$ cat src/rtl/tick_ext_pkg.sv
package tick_ext_pkg;
    localparam int unsigned TICK_CNT_W_DEF = 24;
    localparam int unsigned TICK_RAW_W_DEF = 32;
    localparam int unsigned TICK_ACC_W_DEF = 64;
endpackage

$ cat src/rtl/tick_delta.sv
module tick_delta #(
    parameter int unsigned CNT_W = tick_ext_pkg::TICK_CNT_W_DEF
) (
    input  logic [CNT_W-1:0] ref_i,
    input  logic [CNT_W-1:0] cur_i,
    output logic [CNT_W-1:0] delta_o,
    output logic             wrapped_o
);
    localparam int unsigned EXT_W = CNT_W + 1;

    logic [EXT_W-1:0] span;

    always_comb begin
        wrapped_o = (cur_i > ref_i);
        if (wrapped_o) begin
            // passed through zero: distance to zero plus distance from reload
            span = {1'b0, ref_i} + ({1'b1, {CNT_W{1'b0}}} - {1'b0, cur_i});
        end else begin
            span = {1'b0, ref_i} - {1'b0, cur_i};
        end
        delta_o = span[CNT_W-1:0];
    end

    always_comb begin
        if (wrapped_o) begin
            a_wrap_nonzero_r4: assert (delta_o != '0 || $isunknown(cur_i))
                else $error("wrapped distance is zero");
        end
    end
endmodule

$ cat src/rtl/tick_accum.sv
module tick_accum #(
    parameter int unsigned ACC_W = tick_ext_pkg::TICK_ACC_W_DEF,
    parameter int unsigned CNT_W = tick_ext_pkg::TICK_CNT_W_DEF
) (
    input  logic             clk,
    input  logic             rst_n,
    input  logic             add_en_i,
    input  logic [CNT_W-1:0] delta_i,
    output logic [ACC_W-1:0] acc_o
);
    localparam int unsigned PAD_W = ACC_W - CNT_W;

    logic [ACC_W-1:0] acc_d, acc_q;
    logic [ACC_W-1:0] delta_ext;

    assign delta_ext = {{PAD_W{1'b0}}, delta_i};

    always_comb begin
        acc_d = acc_q;
        if (add_en_i) begin
            acc_d = acc_q + delta_ext;   // modulo 2^ACC_W, no clamp
        end
    end

    always_ff @(posedge clk or negedge rst_n) begin
        if (!rst_n) acc_q <= '0;
        else        acc_q <= acc_d;
    end

    assign acc_o = acc_q;

    p_acc_step_r3: assert property (@(posedge clk) disable iff (!rst_n)
        add_en_i |=> acc_q == $past(acc_q) + $past(delta_ext))
        else $error("accumulator step mismatch");

    p_acc_hold_r8: assert property (@(posedge clk) disable iff (!rst_n)
        !add_en_i |=> $stable(acc_q))
        else $error("accumulator moved without strobe");
endmodule

$ cat src/rtl/tick_extender.sv
module tick_extender #(
    parameter int unsigned CNT_W = tick_ext_pkg::TICK_CNT_W_DEF,
    parameter int unsigned RAW_W = tick_ext_pkg::TICK_RAW_W_DEF,
    parameter int unsigned ACC_W = tick_ext_pkg::TICK_ACC_W_DEF
) (
    input  logic             clk,
    input  logic             rst_n,
    input  logic             smp_stb_i,
    input  logic [RAW_W-1:0] raw_cnt_i,
    output logic [ACC_W-1:0] ticks_o,
    output logic             ticks_vld_o
);
    localparam logic [CNT_W-1:0] RELOAD_VAL = {CNT_W{1'b1}};

    typedef struct packed {
        logic [CNT_W-1:0] ref_rd;
        logic             vld;
    } ext_state_t;

    ext_state_t st_d, st_q;

    logic [CNT_W-1:0] cur_rd;
    logic [CNT_W-1:0] step;
    logic             wrapped;

    generate
        if (RAW_W > CNT_W) begin : g_drop_hi
            logic unused_hi_bits;
            assign unused_hi_bits = ^raw_cnt_i[RAW_W-1:CNT_W];
        end
    endgenerate
    assign cur_rd = raw_cnt_i[CNT_W-1:0];

    tick_delta #(.CNT_W(CNT_W)) u_delta (
        .ref_i     (st_q.ref_rd),
        .cur_i     (cur_rd),
        .delta_o   (step),
        .wrapped_o (wrapped)
    );

    tick_accum #(.ACC_W(ACC_W), .CNT_W(CNT_W)) u_accum (
        .clk      (clk),
        .rst_n    (rst_n),
        .add_en_i (smp_stb_i),
        .delta_i  (step),
        .acc_o    (ticks_o)
    );

    always_comb begin
        st_d     = st_q;
        st_d.vld = smp_stb_i;
        if (smp_stb_i) begin
            st_d.ref_rd = cur_rd;
        end
    end

    always_ff @(posedge clk or negedge rst_n) begin
        if (!rst_n) begin
            st_q.ref_rd <= RELOAD_VAL;
            st_q.vld    <= 1'b0;
        end else begin
            st_q <= st_d;
        end
    end

    assign ticks_vld_o = st_q.vld;

    p_vld_pulse_r6: assert property (@(posedge clk) disable iff (!rst_n)
        smp_stb_i |=> ticks_vld_o)
        else $error("valid missing after strobe");

    p_vld_idle_r8: assert property (@(posedge clk) disable iff (!rst_n)
        !smp_stb_i |=> !ticks_vld_o)
        else $error("valid without strobe");

    p_ticks_hold_r8: assert property (@(posedge clk) disable iff (!rst_n)
        !smp_stb_i |=> $stable(ticks_o) && $stable(st_q.ref_rd))
        else $error("state moved without strobe");

    p_ref_update_r5: assert property (@(posedge clk) disable iff (!rst_n)
        smp_stb_i |=> st_q.ref_rd == $past(cur_rd))
        else $error("reference not updated");

    p_same_zero_r7: assert property (@(posedge clk) disable iff (!rst_n)
        (smp_stb_i && cur_rd == st_q.ref_rd) |=> $stable(ticks_o))
        else $error("equal reading changed count");
endmodule

$ cat config.mk
export PLATFORM = sky130hd
export DESIGN_NAME = tick_extender
export DESIGN_NICKNAME = d
export VERILOG_FILES = /design/src/rtl/tick_ext_pkg.sv /design/src/rtl/tick_delta.sv /design/src/rtl/tick_accum.sv /design/src/rtl/tick_extender.sv
export SDC_FILE = /design/constraint.sdc
export NUM_CORES = 1
export LEC_CHECK = 0
export BUFFER_PORTS_ARGS = -buffer_cell sky130_fd_sc_hd__buf_2
export CORE_ASPECT_RATIO = 0.8
export CORE_UTILIZATION = 45
export DETAILED_ROUTE_END_ITERATION = 10
export PLACE_DENSITY = 0.72
export SETUP_SLACK_MARGIN = 0.3
export SLEW_MARGIN = 20
export SYNTH_ARGS = -nofsm -noshare
export SYNTH_HDL_FRONTEND = slang
export SYNTH_SLANG_ARGS = --single-unit
$ cat constraint.sdc
create_clock -name clk -period 5.5 [get_ports clk]
set_input_delay 0.55 -clock clk [delete_from_list [all_inputs] [get_ports clk]]
set_output_delay 0.55 -clock clk [all_outputs]
set_load 0.05 [all_outputs]
==> out/metrics.cfg, run 1 <==
[status]
status = completed

[place]
dp_hpwl_mm = 11.0
place_congestion = 0.897
portBuffers = 91
place_ws_ns = 0.508

[floorplan]
initial_core_util_pct = 46.4
fp.dieW_um = 134
fp-row-count = 38
dieArea_mm2 = 0.0145
num_io_pins = 100
die_y_um = 108
core_area_mm2 = 0.0136

[clocking]
cts_buffers = 9
root_buffer = clkbuf_16
h-tree-depth = 3
clk_path_buf_depth = 2
tritoncts = yes
cts.sinks = 89
ctsResizeCount = 0
clk_transition_reported_paths_ns = 0.06
postCtsSetupBuffers = 0
cts_hold_buf = 0
clock_latency_ns = 0.35

[layout]
nNetsFinal = 833
regArea_mm2 = 0.00226
fillCellCount = 1236
utilization_pct = 53.0
multi_input_area_mm2 = 0.00380
areaGrowthSynthToFinish_pct = 14.3
diodes = 0
drive_gt1_share_pct = 25.7

[global_routing]
grt_pass1_vias = 4980
track_usage_pct = 21.0
overflow = 0
grt_max_degree = 58
grt_pass1_wl_mm = 24.0
antenna_found_initial = 0

[power]
ir_drop_uv = 228
p_leak_uw = 0.00339
switchingPower_uw = 1900
switching_share_pct = 48.4
power_uw = 3930
power.share.combinational_pct = 61.1
seq_power_share_pct = 23.4
p_int_uw = 2030
powerDensity_mw_per_mm2 = 546
clockPowerShare_pct = 15.5

[worst_setup_path]
start_kind = flip-flop
end_kind = flip-flop
cp.required_ns = 5.77
cp_max_fo = 20
worstPathArrival_ns = 5.13
worstSetupPathType = reg2reg

[synth]
synth_top_area_share_pct = 25.8
syn-mean-instance-area_um2 = 9.51
synth-async-reset-ratio_pct = 100
syn-num-nets = 748
ys_seq_elements = 89
syn_area_mm2 = 0.00630
netlist-cell-type-count = 65
yosys-top-cells-area = dfrtp_1 (26%), dfstp_2 (10%), ha_1 (9.5%), mux2_2 (7.1%), xnor2_1 (6.7%)
synth_flop_cell = dfrtp_1
yosysSeqAreaShare_pct = 35.8
ys_warn_count = 0
synth_enable_flop_cells = 0
synth_cells = 663
synth_top_cell_by_area = dfrtp_1

[timing]
period_needed_ns = 4.85
finalHoldViolations = 0
fin_crit_sh_pct = 88.3
rsz0062_at_grt = no
setup_viol = 0
setup_tns_ns = 0
final_max_slew_viol_count = 0
layout_setup_ws_ns = 0.645
worst_pin_slew_ns = 0.966
fmaxAchievable_ghz = 0.206
relSlewSlack_pct = 35.0
finClkSkew_ns = 0.00761

[routing]
ant_nets = 0
routed_wirelength_mm = 14.7
via_per_inst = 5.60
drtIter0Drc = 356
drcViolationCount = 0
firstDrtPassIters = 5
wire_per_inst_um = 15.8
vias = 5220

[worst_hold_path]
hold_class = in2async

[job]
drv_cap = 0

[per-stage QoR]
step           hold slack (ns)  cells  instance area (µm²)
3_5_place_dp             0.461    917                 6920
4_1_cts                  0.148    932                 7210
6_report                 0.131    932                 7210
2_1_floorplan            0.254    663                 6300
5_1_grt                  0.165    932                 7210
3_3_place_gp             0.458    917                 6920
[power groups by stage]
stage,clock (µW),combinational [µW],sequential [µW]
final,609,2410,920
after global routing,650,2610,939
after CTS,626,2380,920
after detailed placement,0,2360,929
after global placement,0,2320,926
after floorplan,0,1500,1290
[path summary, 6_finish.rpt]
path,cells past startpoint,endpoint,startpoint,slack [ns]
max reg2reg,17,u_accum.acc_o[62],st_q[1],0.65
max,17,u_accum.acc_o[62],st_q[1],0.65
min,1,u_accum.acc_o[5],rst_n,0.13
max in group asynchronous,2,u_accum.acc_o[33],rst_n,4.28
min reg2reg,1,u_accum.acc_o[63],u_accum.acc_o[63],0.47
min in group clk,3,st_q[1],raw_cnt_i[0],0.44
[cell families (layout without fill, tap and decap cells)]
group / Yosys count / count (layout) / share of synthesized area (%)
simple gates: 199 / 199 / 17.1
compound gates: 144 / 144 / 14.7
flops: 89 / 89 / 35.8
xor+xnor: 78 / 78 / 10.8
buf+inv: 62 / 151 / 4.05
fa+ha+maj: 50 / 50 / 10.2
mux: 41 / 41 / 7.30
[synth_stat cells (14+ instances only)]
cell type / count
nand3_1: 26
nand4_1: 15
and3_1: 14
xnor2_1: 48
nand2_1: 47
clkbuf_1: 15
nor3_1: 14
a21oi_1: 48
inv_1: 41
ha_1: 48
dfstp_2: 24
nor2_1: 27
dfrtp_1: 65
xor2_1: 30
mux2_2: 40
o21ai_0: 28
[layout make-up]
| type | instances | share of cell area (%) |
|---|---|---|
| multi-input cells | 512 | 52.7 |
| flip-flops and latches | 89 | 31.3 |
| repair buffers | 95 | 6.77 |
| clock buffers | 10 | 3.18 |
| well taps | 180 | 3.13 |
| inverters | 41 | 2.14 |
| clock inverters | 5 | 0.799 |
[state kept, by name, summed over array words and instances (netlist names)]
register and cells:
st_q 24, ticks_vld_o 1, u_accum.acc_o 64
[placed cells by master, fill, tap and decap left out, types with 3 or more instances in the layout]
cell,Yosys,final
buf_2,4,90
dfrtp_1,65,65
a21oi_1,48,48
xnor2_1,48,48
ha_1,48,48
nand2_1,47,47
inv_1,41,41
mux2_2,40,40
xor2_1,30,30
o21ai_0,28,28
nor2_1,27,27
nand3_1,26,26
dfstp_2,24,24
nand4_1,15,15
and3_1,14,14
nor3_1,14,13
nor4_1,12,12
o21a_1,11,11
a21o_1,9,9
clkbuf_16,0,9
nor2b_1,7,7
nand2b_1,7,7
a211oi_1,7,7
and2_1,5,5
o211ai_1,5,5
o21bai_1,5,5
buf_4,0,5
o31ai_1,4,4
a211o_1,4,4
or2_2,3,3
a31o_2,3,3
or3_1,3,3
[per-layer routing]
| layer | up-vias | share of wire (%) | global-route usage [%] |
|---|---|---|---|
| met3 | 16 | 5.3 | 4.94 |
| li1 | 2549 | - | - |
| met4 | 0 | 1.2 | 5.30 |
| met2 | 158 | 46 | 33.6 |
| met1 | 2497 | 47 | 28.6 |
| met5 | - | 0 | 0 |
[worst max-delay path: stages, from the launching register on]
cell	delay, ns
dfstp_2	0.36
inv_1	0.07
ha_1	0.17
inv_1	0.05
fa_1	0.42
a211o_1	0.32
a2111oi_2	0.42
o21ai_0	0.21
a211oi_1	0.46
o21bai_1	0.15
xor2_1	0.17
ha_1	0.39
and3_1	0.24
nand2_1	0.10
a31o_2	0.41
or4_4	0.48
nor4_4	0.16
xor2_1	0.17
(Power assumes the default switching activity.)
==> run 2: changes to the inputs <==
--- a/config.mk
+++ b/config.mk
@@ -5,11 +5,12 @@
 export SDC_FILE = /design/constraint.sdc
 export NUM_CORES = 1
 export LEC_CHECK = 0
+export ABC_AREA = 1
 export BUFFER_PORTS_ARGS = -buffer_cell sky130_fd_sc_hd__buf_2
 export CORE_ASPECT_RATIO = 0.8
 export CORE_UTILIZATION = 45
 export DETAILED_ROUTE_END_ITERATION = 10
-export PLACE_DENSITY = 0.72
+export PLACE_DENSITY = 0.71
 export SETUP_SLACK_MARGIN = 0.3
 export SLEW_MARGIN = 20
 export SYNTH_ARGS = -nofsm -noshare
==> out/metrics.cfg, run 2 <==
[layout]
regArea_mm2 = 0.00226
drive_gt1_share_pct = 13.0
final_cell_mix = nand2_1 (454), inv_1 (216), nor2_1 (106)
nNetsFinal = 1446
fillCellCount = 1785
largest_reg_flops = 64
fin_cells = 1586
diodes = 0
multi_input_area_mm2 = 0.00477
final_common_cell = nand2_1
areaGrowthSynthToFinish_pct = 12.8

[synth]
ys_seq_elements = 89
syn-mean-instance-area_um2 = 6.23
yosysSeqAreaShare_pct = 28.5
syn-num-nets = 1356
synth_fa_ha_area_share_pct = 8.09
synth_xor_area_share_pct = 3.54
synth_top_family_by_area = simple AND/OR/NAND/NOR gates
synthMuxAreaShare_pct = 0
yosys.area_share.simple_pct = 40.9
synth_commonest_cells = nand2_1 (454), inv_1 (216), nor2_1 (106), nand3_1 (90), dfrtp_1 (65)
netlist-cell-type-count = 37
synth_enable_flop_cells = 0
ys_warn_count = 0
synth-async-reset-ratio_pct = 100
yosys-top-cells-area = nand2_1 (22%), dfrtp_1 (21%), inv_1 (10%), dfstp_2 (8.0%), ha_1 (7.6%)
synth_compound_area_share_pct = 7.76
synth_top_cell_by_area = nand2_1
synth_cells = 1271
synth_top_area_share_pct = 21.5
synth.most_common_cell = nand2_1
syn_area_mm2 = 0.00792
synth_flop_cell = dfrtp_1

[timing]
final_max_slew_viol_count = 0
period_needed_ns = 4.08
rsz0062_at_grt = no
finClkSkew_ns = 0.00702
relSlewSlack_pct = 32.7
setup_viol = 0
fmaxAchievable_ghz = 0.245
finalHoldViolations = 0
worst_pin_slew_ns = 1.00
setup_tns_ns = 0
fin_crit_sh_pct = 74.2

[clocking]
cts_buffers = 9
tritoncts = yes
root_buffer = clkbuf_16
cts_hold_buf = 0
clk_transition_reported_paths_ns = 0.06
ctsResizeCount = 0
postCtsSetupBuffers = 0
h-tree-depth = 3
cts.sinks = 89
clock_latency_ns = 0.36
clk_path_buf_depth = 2

[worst_hold_path]
hold_class = in2async

[worst_setup_path]
r2r_start = st_q[1]
path_delay_family = simple AND/OR/NAND/NOR gates
r2r_slack_ns = 1.42
reg2reg_depth = 24
crit_path_frequent_cell = nand2_1
worst-path-buf-inv = 3
worstSetupPathType = reg2reg
cp_max_fo = 5
worstPathCellList = inv_1, ha_1, inv_1, fa_1, nand3_1, nand2_1, a21oi_1, inv_1, nand4_1, nand2_1, nand2_1, nand2_1, ha_1, nand2_1, nor2_1, nand2_1, nor2_1, nand2_1, nand3_1, nand2_1, nand2_1, nand2_1, nand2_1, nand2_1
worstPathArrival_ns = 4.33
worst_path_max_delay_cell = fa_1
end_kind = flip-flop
start_kind = flip-flop
reg2reg_to = u_accum.acc_o[35]
max_stage_delay_ns = 0.47
cp.required_ns = 5.74

[global_routing]
grt_pass1_wl_mm = 38.6
antenna_found_initial = 0
overflow = 0
grt_pass1_vias = 7306
grt_max_degree = 61
track_usage_pct = 28.0

[floorplan]
initial_core_util_pct = 46.9
fp.dieW_um = 150
core_area_mm2 = 0.0169
dieArea_mm2 = 0.0181
fp-row-count = 42
num_io_pins = 100
die_y_um = 121

[routing]
drcViolationCount = 0
ant_nets = 0
firstDrtPassIters = 5
drtIter0Drc = 791
routed_wirelength_mm = 24.4
via_per_inst = 5.14
vias = 8155
wire_per_inst_um = 15.4

[place]
dp_hpwl_mm = 19.8
place_congestion = 0.937
portBuffers = 91
placed_cells = 1570

[status]
status = completed

[job]
drv_cap = 0

[power]
powerDensity_mw_per_mm2 = 463
ir_drop_uv = 426
p_leak_uw = 0.00482

run 2: cell count changes in the layout (fill, tap and decap cells not counted), sizes merged, moves of 25 or more:
cell / delta
mux2: -40
o21ai: +25
inv: +181
nand3: +67
nor2: +88
nand2: +418
xnor2: -31
run 2: cell families (layout without fill, tap and decap cells):
group                    Yosys count  after routing
XOR/XNOR                          32             32
adder cells (fa/ha/maj)           50             50
AND/OR/NAND/NOR                  752            752
buffers and inverters            237            332
flip-flops                        89             89
AO/OA/AOI/OAI                    111            111
run 2: cell type report:
cell class | count | area share, %
repair buffers | 94 | 5.38
inverters | 222 | 9.33
flip-flops and latches | 89 | 25.3
clock inverters | 4 | 0.560
clock buffers | 12 | 2.98
multi-input cells | 945 | 53.4
well taps | 220 | 3.08
run 2: power by group:
group	internal (µW)	total, µW	switching, µW
Sequential	796	933	137
Combinational	747	2540	1790
Clock	389	663	274
run 2: worst max-delay path by stage:
| stage | slack (ns) | start | cells past startpoint | endpoint |
|---|---|---|---|---|
| 5_1_grt | 1.18 | st_q[1] | 24 | u_accum.acc_o[51] |
| 4_1_cts | 1.55 | st_q[1] | 24 | u_accum.acc_o[35] |
| 6_report | 1.42 | st_q[1] | 24 | u_accum.acc_o[35] |
| 3_3_place_gp | 1.45 | raw_cnt_i[0] | 24 | u_accum.acc_o[51] |
| 3_5_place_dp | 1.33 | raw_cnt_i[0] | 24 | u_accum.acc_o[35] |
| 2_1_floorplan | 2.33 | raw_cnt_i[0] | 23 | u_accum.acc_o[39] |
run 2: per-layer routing:
metal	part of all wire [%]	GRT usage (%)	vias to the layer above
li1	-	-	4182
met1	52	44.2	3680
met2	37	36.5	278
met3	10	7.85	15
met4	0.94	5.81	0
met5	0	0	-
run 2: worst reg2reg max path: stages (launching register included):
cell and delay (ns):
dfstp_2 0.36, inv_1 0.06, ha_1 0.22, inv_1 0.10, fa_1 0.47, nand3_1 0.10
nand2_1 0.17, a21oi_1 0.29, inv_1 0.11, nand4_1 0.12, nand2_1 0.07, nand2_1 0.06
nand2_1 0.07, ha_1 0.35, nand2_1 0.12, nor2_1 0.28, nand2_1 0.17, nor2_1 0.11
nand2_1 0.06, nand3_1 0.21, nand2_1 0.08, nand2_1 0.19, nand2_1 0.09, nand2_1 0.08
nand2_1 0.05
run 2: per-stage QoR:
stage	hold WS (ns)	power, µW	worst slack (ns)	util [%]	area (µm²)
3_5_place_dp	0.473	3440	1.33	51.1	8620
6_report	0.232	4130	1.42	53.0	8930
3_3_place_gp	0.468	3410	1.45	51.1	8620
2_1_floorplan	0.254	2770	2.33	-	7920
5_1_grt	0.285	4460	1.18	53.0	8930
4_1_cts	0.249	4120	1.55	53.0	8930
